==> src/rtl/pulse_link_pkg.sv <==
package pulse_link_pkg;

  // Decoded pair of pulse lines, bit 0 = set line, bit 1 = reset line.
  typedef enum logic [1:0] {
    PK_NONE = 2'b00,
    PK_SET  = 2'b01,
    PK_RST  = 2'b10,
    PK_BOTH = 2'b11
  } pulse_kind_e;

  // Transmit start-up phases: two cycles to fill the synchroniser,
  // one cycle to announce the level, then normal operation.
  typedef enum logic [1:0] {
    TX_FILL0 = 2'b00,
    TX_FILL1 = 2'b01,
    TX_BOOT  = 2'b10,
    TX_RUN   = 2'b11
  } tx_phase_e;

endpackage

==> src/rtl/pl_rst_sync.sv <==
module pl_rst_sync (
  input  logic clk,
  input  logic arst_n,
  output logic srst_n
);

  logic [1:0] stage_q;

  always_ff @(posedge clk or negedge arst_n) begin
    if (!arst_n) stage_q <= 2'b00;
    else         stage_q <= {stage_q[0], 1'b1};
  end

  assign srst_n = stage_q[1];

endmodule

==> src/rtl/pl_tx.sv <==
module pl_tx
  import pulse_link_pkg::*;
#(
  parameter int PULSE_W     = 1,
  parameter int REFRESH_CYC = 64
) (
  input  logic clk,
  input  logic srst_n,
  input  logic din,
  output logic set_o,
  output logic rst_o
);

  localparam int IW  = (REFRESH_CYC > 2) ? $clog2(REFRESH_CYC) : 1;
  localparam int PWW = $clog2(PULSE_W + 1);
  localparam logic [IW-1:0]  IDLE_LAST = IW'(REFRESH_CYC - 1);
  localparam logic [PWW-1:0] PW_LOAD   = PWW'(PULSE_W - 1);

  // synchroniser and level history
  logic s1_q, s2_q, prev_q;
  tx_phase_e phase_q, phase_d;
  logic prev_d;

  // refresh timer
  logic [IW-1:0] idle_q, idle_d;
  logic          idle_en;

  // pulse shaper
  logic [PWW-1:0] pw_q, pw_d;
  logic set_q, set_d, rst_q, rst_d;

  logic edge_hit, boot_hit, refresh_hit, fire;
  pulse_kind_e kind;

  always_comb begin
    edge_hit    = (phase_q == TX_RUN) && (s2_q != prev_q);
    boot_hit    = (phase_q == TX_BOOT);
    refresh_hit = (phase_q == TX_RUN) && !edge_hit && (idle_q == IDLE_LAST);
    fire        = edge_hit || boot_hit || refresh_hit;
    kind        = !fire ? PK_NONE : (s2_q ? PK_SET : PK_RST);
  end

  always_comb begin
    phase_d = phase_q;
    if (phase_q != TX_RUN) phase_d = tx_phase_e'(phase_q + 2'd1);

    prev_d = prev_q;
    if (phase_q == TX_BOOT || phase_q == TX_RUN) prev_d = s2_q;

    idle_en = (phase_q == TX_RUN) || fire;
    idle_d  = fire ? '0 : idle_q + IW'(1);

    pw_d  = pw_q;
    set_d = set_q;
    rst_d = rst_q;
    if (fire) begin
      set_d = (kind == PK_SET);
      rst_d = (kind == PK_RST);
      pw_d  = PW_LOAD;
    end else if (pw_q != '0) begin
      pw_d = pw_q - PWW'(1);
    end else begin
      set_d = 1'b0;
      rst_d = 1'b0;
    end
  end

  always_ff @(posedge clk or negedge srst_n) begin
    if (!srst_n) begin
      s1_q    <= 1'b0;
      s2_q    <= 1'b0;
      prev_q  <= 1'b0;
      phase_q <= TX_FILL0;
      idle_q  <= '0;
      pw_q    <= '0;
      set_q   <= 1'b0;
      rst_q   <= 1'b0;
    end else begin
      s1_q    <= din;
      s2_q    <= s1_q;
      prev_q  <= prev_d;
      phase_q <= phase_d;
      if (idle_en) idle_q <= idle_d;
      pw_q    <= pw_d;
      set_q   <= set_d;
      rst_q   <= rst_d;
    end
  end

  assign set_o = set_q;
  assign rst_o = rst_q;

endmodule

==> src/rtl/pl_rx.sv <==
module pl_rx
  import pulse_link_pkg::*;
#(
  parameter int WDOG_CYC = 160
) (
  input  logic clk,
  input  logic srst_n,
  input  logic set_i,
  input  logic rst_i,
  output logic level_o,
  output logic tripped_o,
  output logic clash_o
);

  localparam int WW = (WDOG_CYC > 2) ? $clog2(WDOG_CYC) : 1;
  localparam logic [WW-1:0] WD_LAST = WW'(WDOG_CYC - 1);

  pulse_kind_e kind;
  logic latch_q, latch_d;
  logic trip_q, trip_d;
  logic clash_q, clash_d;
  logic [WW-1:0] wd_q, wd_d;
  logic          wd_en;

  always_comb begin
    kind = pulse_kind_e'({rst_i, set_i});

    latch_d = latch_q;
    case (kind)
      PK_SET:  latch_d = 1'b1;
      PK_RST:  latch_d = 1'b0;
      default: latch_d = latch_q;
    endcase
    clash_d = (kind == PK_BOTH);

    trip_d = trip_q;
    wd_d   = wd_q;
    wd_en  = 1'b1;
    if (kind != PK_NONE) begin
      wd_d   = '0;
      trip_d = 1'b0;
    end else if (trip_q) begin
      wd_en  = 1'b0;
    end else if (wd_q == WD_LAST) begin
      trip_d = 1'b1;
      wd_en  = 1'b0;
    end else begin
      wd_d = wd_q + WW'(1);
    end
  end

  always_ff @(posedge clk or negedge srst_n) begin
    if (!srst_n) begin
      latch_q <= 1'b1;
      trip_q  <= 1'b1;
      clash_q <= 1'b0;
      wd_q    <= '0;
    end else begin
      latch_q <= latch_d;
      trip_q  <= trip_d;
      clash_q <= clash_d;
      if (wd_en) wd_q <= wd_d;
    end
  end

  assign level_o   = trip_q | latch_q;
  assign tripped_o = trip_q;
  assign clash_o   = clash_q;

endmodule

==> src/rtl/pulse_link_codec.sv <==
module pulse_link_codec #(
  parameter int PULSE_W     = 1,
  parameter int REFRESH_CYC = 64,
  parameter int WDOG_CYC    = 160
) (
  input  logic clk,
  input  logic rst_n,
  input  logic din,
  output logic tx_set,
  output logic tx_rst,
  input  logic rx_set,
  input  logic rx_rst,
  output logic dout,
  output logic wd_tripped,
  output logic collision
);

  logic srst_n;

  pl_rst_sync u_rst (
    .clk    (clk),
    .arst_n (rst_n),
    .srst_n (srst_n)
  );

  pl_tx #(
    .PULSE_W     (PULSE_W),
    .REFRESH_CYC (REFRESH_CYC)
  ) u_tx (
    .clk    (clk),
    .srst_n (srst_n),
    .din    (din),
    .set_o  (tx_set),
    .rst_o  (tx_rst)
  );

  pl_rx #(
    .WDOG_CYC (WDOG_CYC)
  ) u_rx (
    .clk       (clk),
    .srst_n    (srst_n),
    .set_i     (rx_set),
    .rst_i     (rx_rst),
    .level_o   (dout),
    .tripped_o (wd_tripped),
    .clash_o   (collision)
  );

endmodule

==> config.mk <==
export PLATFORM = sky130hd
export DESIGN_NAME = pulse_link_codec
export DESIGN_NICKNAME = d
export VERILOG_FILES = /design/src/rtl/pulse_link_pkg.sv /design/src/rtl/pl_rst_sync.sv /design/src/rtl/pl_tx.sv /design/src/rtl/pl_rx.sv /design/src/rtl/pulse_link_codec.sv
export SDC_FILE = /design/constraint.sdc
export NUM_CORES = 1
export LEC_CHECK = 0
export CORE_MARGIN = 2
export CORE_UTILIZATION = 40
export DETAILED_ROUTE_END_ITERATION = 8
export HOLD_SLACK_MARGIN = 0.15
export PLACE_DENSITY = 0.58
export SLEW_MARGIN = 20
export SYNTH_ARGS = -nofsm -noshare
export SYNTH_HDL_FRONTEND = slang
export SYNTH_HIERARCHICAL = 1
export SYNTH_SLANG_ARGS = --single-unit
==> constraint.sdc <==
create_clock -name clk -period 1.1 [get_ports clk]
set_clock_uncertainty 0.05 [all_clocks]
set_input_delay 0.11 -clock clk [delete_from_list [all_inputs] [get_ports clk]]
set_output_delay 0.11 -clock clk [all_outputs]
set_load 0.05 [all_outputs]
After elaboration in Yosys (flattened, before gate mapping)
Cells that the tools add are included.

cells by class
  add/sub/neg operators = 4
  multiply operators = 0
  divide/modulo/power cells = 0
  magnitude comparators = 0
  equality and inequality tests = 14
  shifts and indexed selects = 0
  muxes and demuxes = 18
  bitwise logic cells = 1
  reduce and logical (&&, ||, !) cells = 11

operators with widths
  kind                                                                     count
  8-bit 2-to-1 mux                                                         3
  1-bit 2-to-1 mux                                                         11
  2-bit equality test, second input constant                               5
  8-bit by 1-bit adder with 8-bit output, second input constant            1
  8-bit equality test, second input constant                               1
  6-bit by 1-bit adder with 6-bit output, second input constant            1
  6-bit equality test, second input constant                               1
  6-bit 2-to-1 mux                                                         1
  2-bit inequality test, second input constant                             3
  2-bit by 1-bit equality test with 1-bit output, second input constant    2
  1-bit logical OR                                                         4
  2-bit 2-to-1 mux                                                         2
  2-bit nonzero test                                                       2
  1-bit logical AND                                                        3
  3-bit AND reduction                                                      1
  2-bit by 1-bit adder with 2-bit output, second input constant            1
  2-bit by 1-bit inequality test with 1-bit output, second input constant  1
  1-bit one-hot mux with 2 select lines                                    1
  1-bit zero test                                                          1
  1-bit inequality test                                                    1
  1-bit OR                                                                 1
  1-bit subtractor, second input constant                                  1

storage, ports and cells
  bits in registers = 27
  latch bits = 0
  memory bits (writable) = 0
  ROM bits = 0
  input bits = 5
  output and inout port bits = 5
  logic and storage cells = 61
  memories = 0

Logic depth before layout (Yosys ltp)
  word-level depth = 9
  gate-level depth with buffers = 6
  depth with buffers taken out = 5

Hierarchy
The synthesis kept the hierarchy.

by module, submodules not included
  module       instances  cells each  area each (um2)  seq. area each (um2)
  pl_tx        1          58          628.1            325.3
  pl_rx        1          58          603.1            277.8
  pl_rst_sync  1          3           53.8             50.0

Worst setup path after synthesis
No wires, ideal clock.

  path kind = flip-flop to flip-flop
  from = register u_rx.trip_q (netlist: u_rx/tripped_o)
  to = register u_rx.wd_q[6]
  setup time = 0.077 ns
  arrival time = 1.310 ns
  required time = 0.973 ns
  setup slack = -0.337 ns
  cell stages (with the launch flop) = 4
  path buffers = 0
  period minus slack after synthesis = 1.437 ns
  cell sequence = dfstp_2 -> and4b_2 -> a31o_2 -> a21oi_1

on the way
  longest elaborated chain between the ends = 3
  elaborated cells on any way between the ends = 4
  classes of those cells = eq/ne (1); mux (2); reduce/logical (1)

ends and longest elaborated chain
  item                             RTL line     source
  start: declaration               pl_rx.sv:20  logic trip_q, trip_d;
  start signal: assignment         pl_rx.sv:60  trip_q <= trip_d;
  1-bit 2-to-1 mux                 pl_rx.sv:42  end else if (trip_q) begin
  1-bit 2-to-1 mux                 pl_rx.sv:39  if (kind != PK_NONE) begin
  3-bit AND reduction (no line) *  --
  end signal: assignment           pl_rx.sv:62  if (wd_en) wd_q <= wd_d;
  end: declaration                 pl_rx.sv:22  logic [WW-1:0] wd_q, wd_d;

Every way passes the cells marked *; elsewhere a longest branch is shown, timed or not.
A chain may end at the register's enable or synchronous reset.

Worst setup path after layout
  from = register u_rx.trip_q (netlist: u_rx/tripped_o)
  to = register u_rx.wd_q[7]

The elaborated chain is that of the path after synthesis.

==> results by group <==
STA
  • Fin. Hold Viols: 0
  • Final slew viol count: 0
  • Setup violations, final: 20
  • RSZ-0062 raised after global routing: yes
  • Final WS setup: -0.3270 ns
  • Final min period: 1.427 ns
  • Final worst-path cycle share: 129.7%
  • Maximum clock rate: 0.7008 GHz

Power and ir drop
  • Total power after layout: 2066 uW
  • Clock network fraction of design power: 31.4%
  • Comb power frac: 17.7%
  • Net Sw Power: 491.4 uW
  • Switching Fraction: 23.78%
  • Pint: 1575 uW
  • Leakage: 0.0009469 uW
  • Reg power frac: 50.9%
  • PwrDens: 947.4 nW/um^2
  • Worst vdd ir: 0.0007716 V

Critical path
  • Crit-path max FO: 4
  • Critical path class: flip-flop to flip-flop
  • Crit path required time: 1.31 ns
  • Critical path arrival: 1.64 ns
  • Critical path startpoint category: flip-flop
  • Crit end category: flip-flop

Detailed routing
  • WL final: 2801 um
  • Number of DRC markers in iteration 0: 46
  • Routed wire length per instance: 12.39 um
  • DRT Pass-1 Iters: 4
  • Remaining DRCs: 0
  • Vias per cell: 4.854
  • Final antenna-violating net count: 0
  • Via count: 1097

GRT
  • Initial antenna violation count: 0
  • GRT met1 Usage: 21.93%
  • Vias in the first global route: 1185
  • Met2 Use GR: 30.26%
  • Largest net degree at the start of global routing: 17
  • Gr busiest metal: met2
  • GRT overflow: 0
  • Met3 Usage GRT: 2.985%
  • First-pass GRT wire length: 4830 um
  • GRT Util Overall: 17.45%

Die
  • Row Count: 20
  • Ports: 10
  • Die width: 60.68 um
  • Die area: 3682 sq um
  • Initial Util: 42.09%
  • Core Area: 3053 sq um
  • Die Y-Extent: 60.68 um

CTS
  • Clock Pin Slew Worst Setup and Hold Paths: 0.15 ns
  • Buffer depth of the longest clock path: 2
  • H-Tree Depth: 1
  • CTS sink count: 26
  • Clk root buf: clkbuf_4
  • Total CTS buffers: 3
  • CTS tree: yes
  • Clk Latency, worst-skew pair: 0.32 ns

Synth
  • Syn Inst Count: 119
  • Synthesized cell area: 1285 sq um
  • Seq/Total Area, Yosys: 50.83%
  • Post-synth ARST share: 100.0%
  • Post-synth EDFFs: 0
  • Synth Warn #: 6
  • Yosys cell types: 41
  • Mean Syn Cell Area: 10.80 sq um
  • Seq cells post-synth: 26
  • Syn_nets: 131
  • Ys flop type: dfrtp_1

Run
  • Maxcap violations: 0

Placed design
  • Placed Cells: 209
  • RePlAce Congestion: 0.7854
  • Dpl hpwl: 1958 um
  • Port buffer count: 9

Finish
  • Nets@finish: 195
  • Final Util: 71.43%
  • Fillers: 214
  • Antenna cell count: 0
  • Multi-input gate area: 783.3 sq um
  • Leading cell type in the layout, fill and taps excluded: buf_4
  • Sequential Area: 656.9 sq um
  • Final std cells w/o fill: 226
  • Commonest non-fill, non-tap cells in the layout: 36 x buf_4, 21 x dfrtp_1, 13 x buf_6
  • Area grow syn2layout: 69.72%
  • Layout cells sized above 1: 56.04%

Status
  • Status: finished, violations left
  • Failing checks: setup timing

Hold path
  • Hold/Removal Path Class: flip-flop to asynchronous set/reset pin
## stage by stage
step / TNS [ns] / worst slack (ns) / hold slack [ns] / area [sq um]
6_report: -3.738 / -0.3270 / 0.1799 / 2181
5_1_grt: -4.736 / -0.3658 / 0.2181 / 2181
3_3_place_gp: -3.756 / -0.3034 / 0.01047 / 1844
3_5_place_dp: -4.256 / -0.3267 / 0.01569 / 1844
2_1_floorplan: -2.557 / -0.3120 / -0.2356 / 1383
4_1_cts: -4.085 / -0.3313 / 0.1575 / 2082
## synthesized netlist by cell type, drive strengths merged (3+ instances only)
| library cell | count | share of area [%] |
|---|---|---|
| o21ai | 9 | 3.5 |
| buf | 3 | 1.6 |
| inv | 9 | 2.6 |
| nand4 | 3 | 1.9 |
| ha | 7 | 6.8 |
| nand2b | 4 | 1.9 |
| mux2i | 3 | 2.3 |
| nor2 | 3 | 0.88 |
| a21oi | 10 | 3.9 |
| nor2b | 3 | 1.5 |
| dfrtp | 24 | 47 |
| nand2 | 10 | 2.9 |
## routing by layer
metal / vias to the layer above / routed length (um)
met5: - / 0
met4: 0 / 46
met3: 4 / 43
met2: 11 / 1380
met1: 532 / 1330
li1: 550 / -
## worst max-delay path: stages, from the launching register on
cell      delay (ns)
dfstp_2         0.41
buf_6           0.12
nand4b_1        0.25
or3_1           0.40
a21oi_1         0.14
## layout make-up
class / instances / share of cell area, %
well taps: 44 / 2.524
clock buffers: 3 / 1.033
inverters: 9 / 1.664
clock inverters: 1 / 1.377
multi-input cells: 81 / 35.92
repair buffers: 62 / 27.37
flip-flops and latches: 26 / 30.12
## path summary, 6_finish.rpt
check	startpoint	to	slack (ns)	cells past startpoint
max reg2reg	u_rx/tripped_o	u_rx/wd_q[7]	-0.33	4
max	u_rx/tripped_o	u_rx/wd_q[7]	-0.33	4
max in group asynchronous	u_rst/stage_q[1]	u_rx/latch_q	0.12	2
min	u_rst/stage_q[1]	u_rx/wd_q[4]	0.18	1
min in group clk	u_tx/s1_q	u_tx/s2_q	0.32	0
min reg2reg	u_rst/stage_q[1]	u_rx/wd_q[4]	0.18	1
## cells by family after synthesis
family | count (synthesis) | share of synthesized area, %
other | 1 | 0.2918
XOR/XNOR | 3 | 2.630
adder cells (fa/ha/maj) | 7 | 6.816
AND/OR/NAND/NOR | 36 | 17.33
AO/OA/AOI/OAI | 31 | 15.58
buffers and inverters | 12 | 4.186
multiplexers | 3 | 2.337
flip-flops | 26 | 50.83
## state kept, by name, summed over array words and instances (netlist names), 2 cells and up
register       count
u_rx/wd_q          8
u_rst/stage_q      2
u_tx/phase_q       2
u_tx/idle_q        6
## timing repair
item / CTS / global route
gates resized for setup: 26 / 20
pin swaps: 20 / 14
setup buffers: 7 / 4
setup endpoints to repair: 20 / 23
hold buffers: 3 / 1
hold endpoints to repair: 5 / 1
## power groups by stage
stage | clock network (uW) | logic [uW] | registers (uW)
6_report | 649 | 366 | 1050
3_3_place_gp | 0 | 308 | 1070
2_1_floorplan | 0 | 129 | 1090
4_1_cts | 677 | 350 | 1050
5_1_grt | 708 | 390 | 1060
3_5_place_dp | 0 | 313 | 1070
Note: power is estimated with default switching activity, not from simulation.
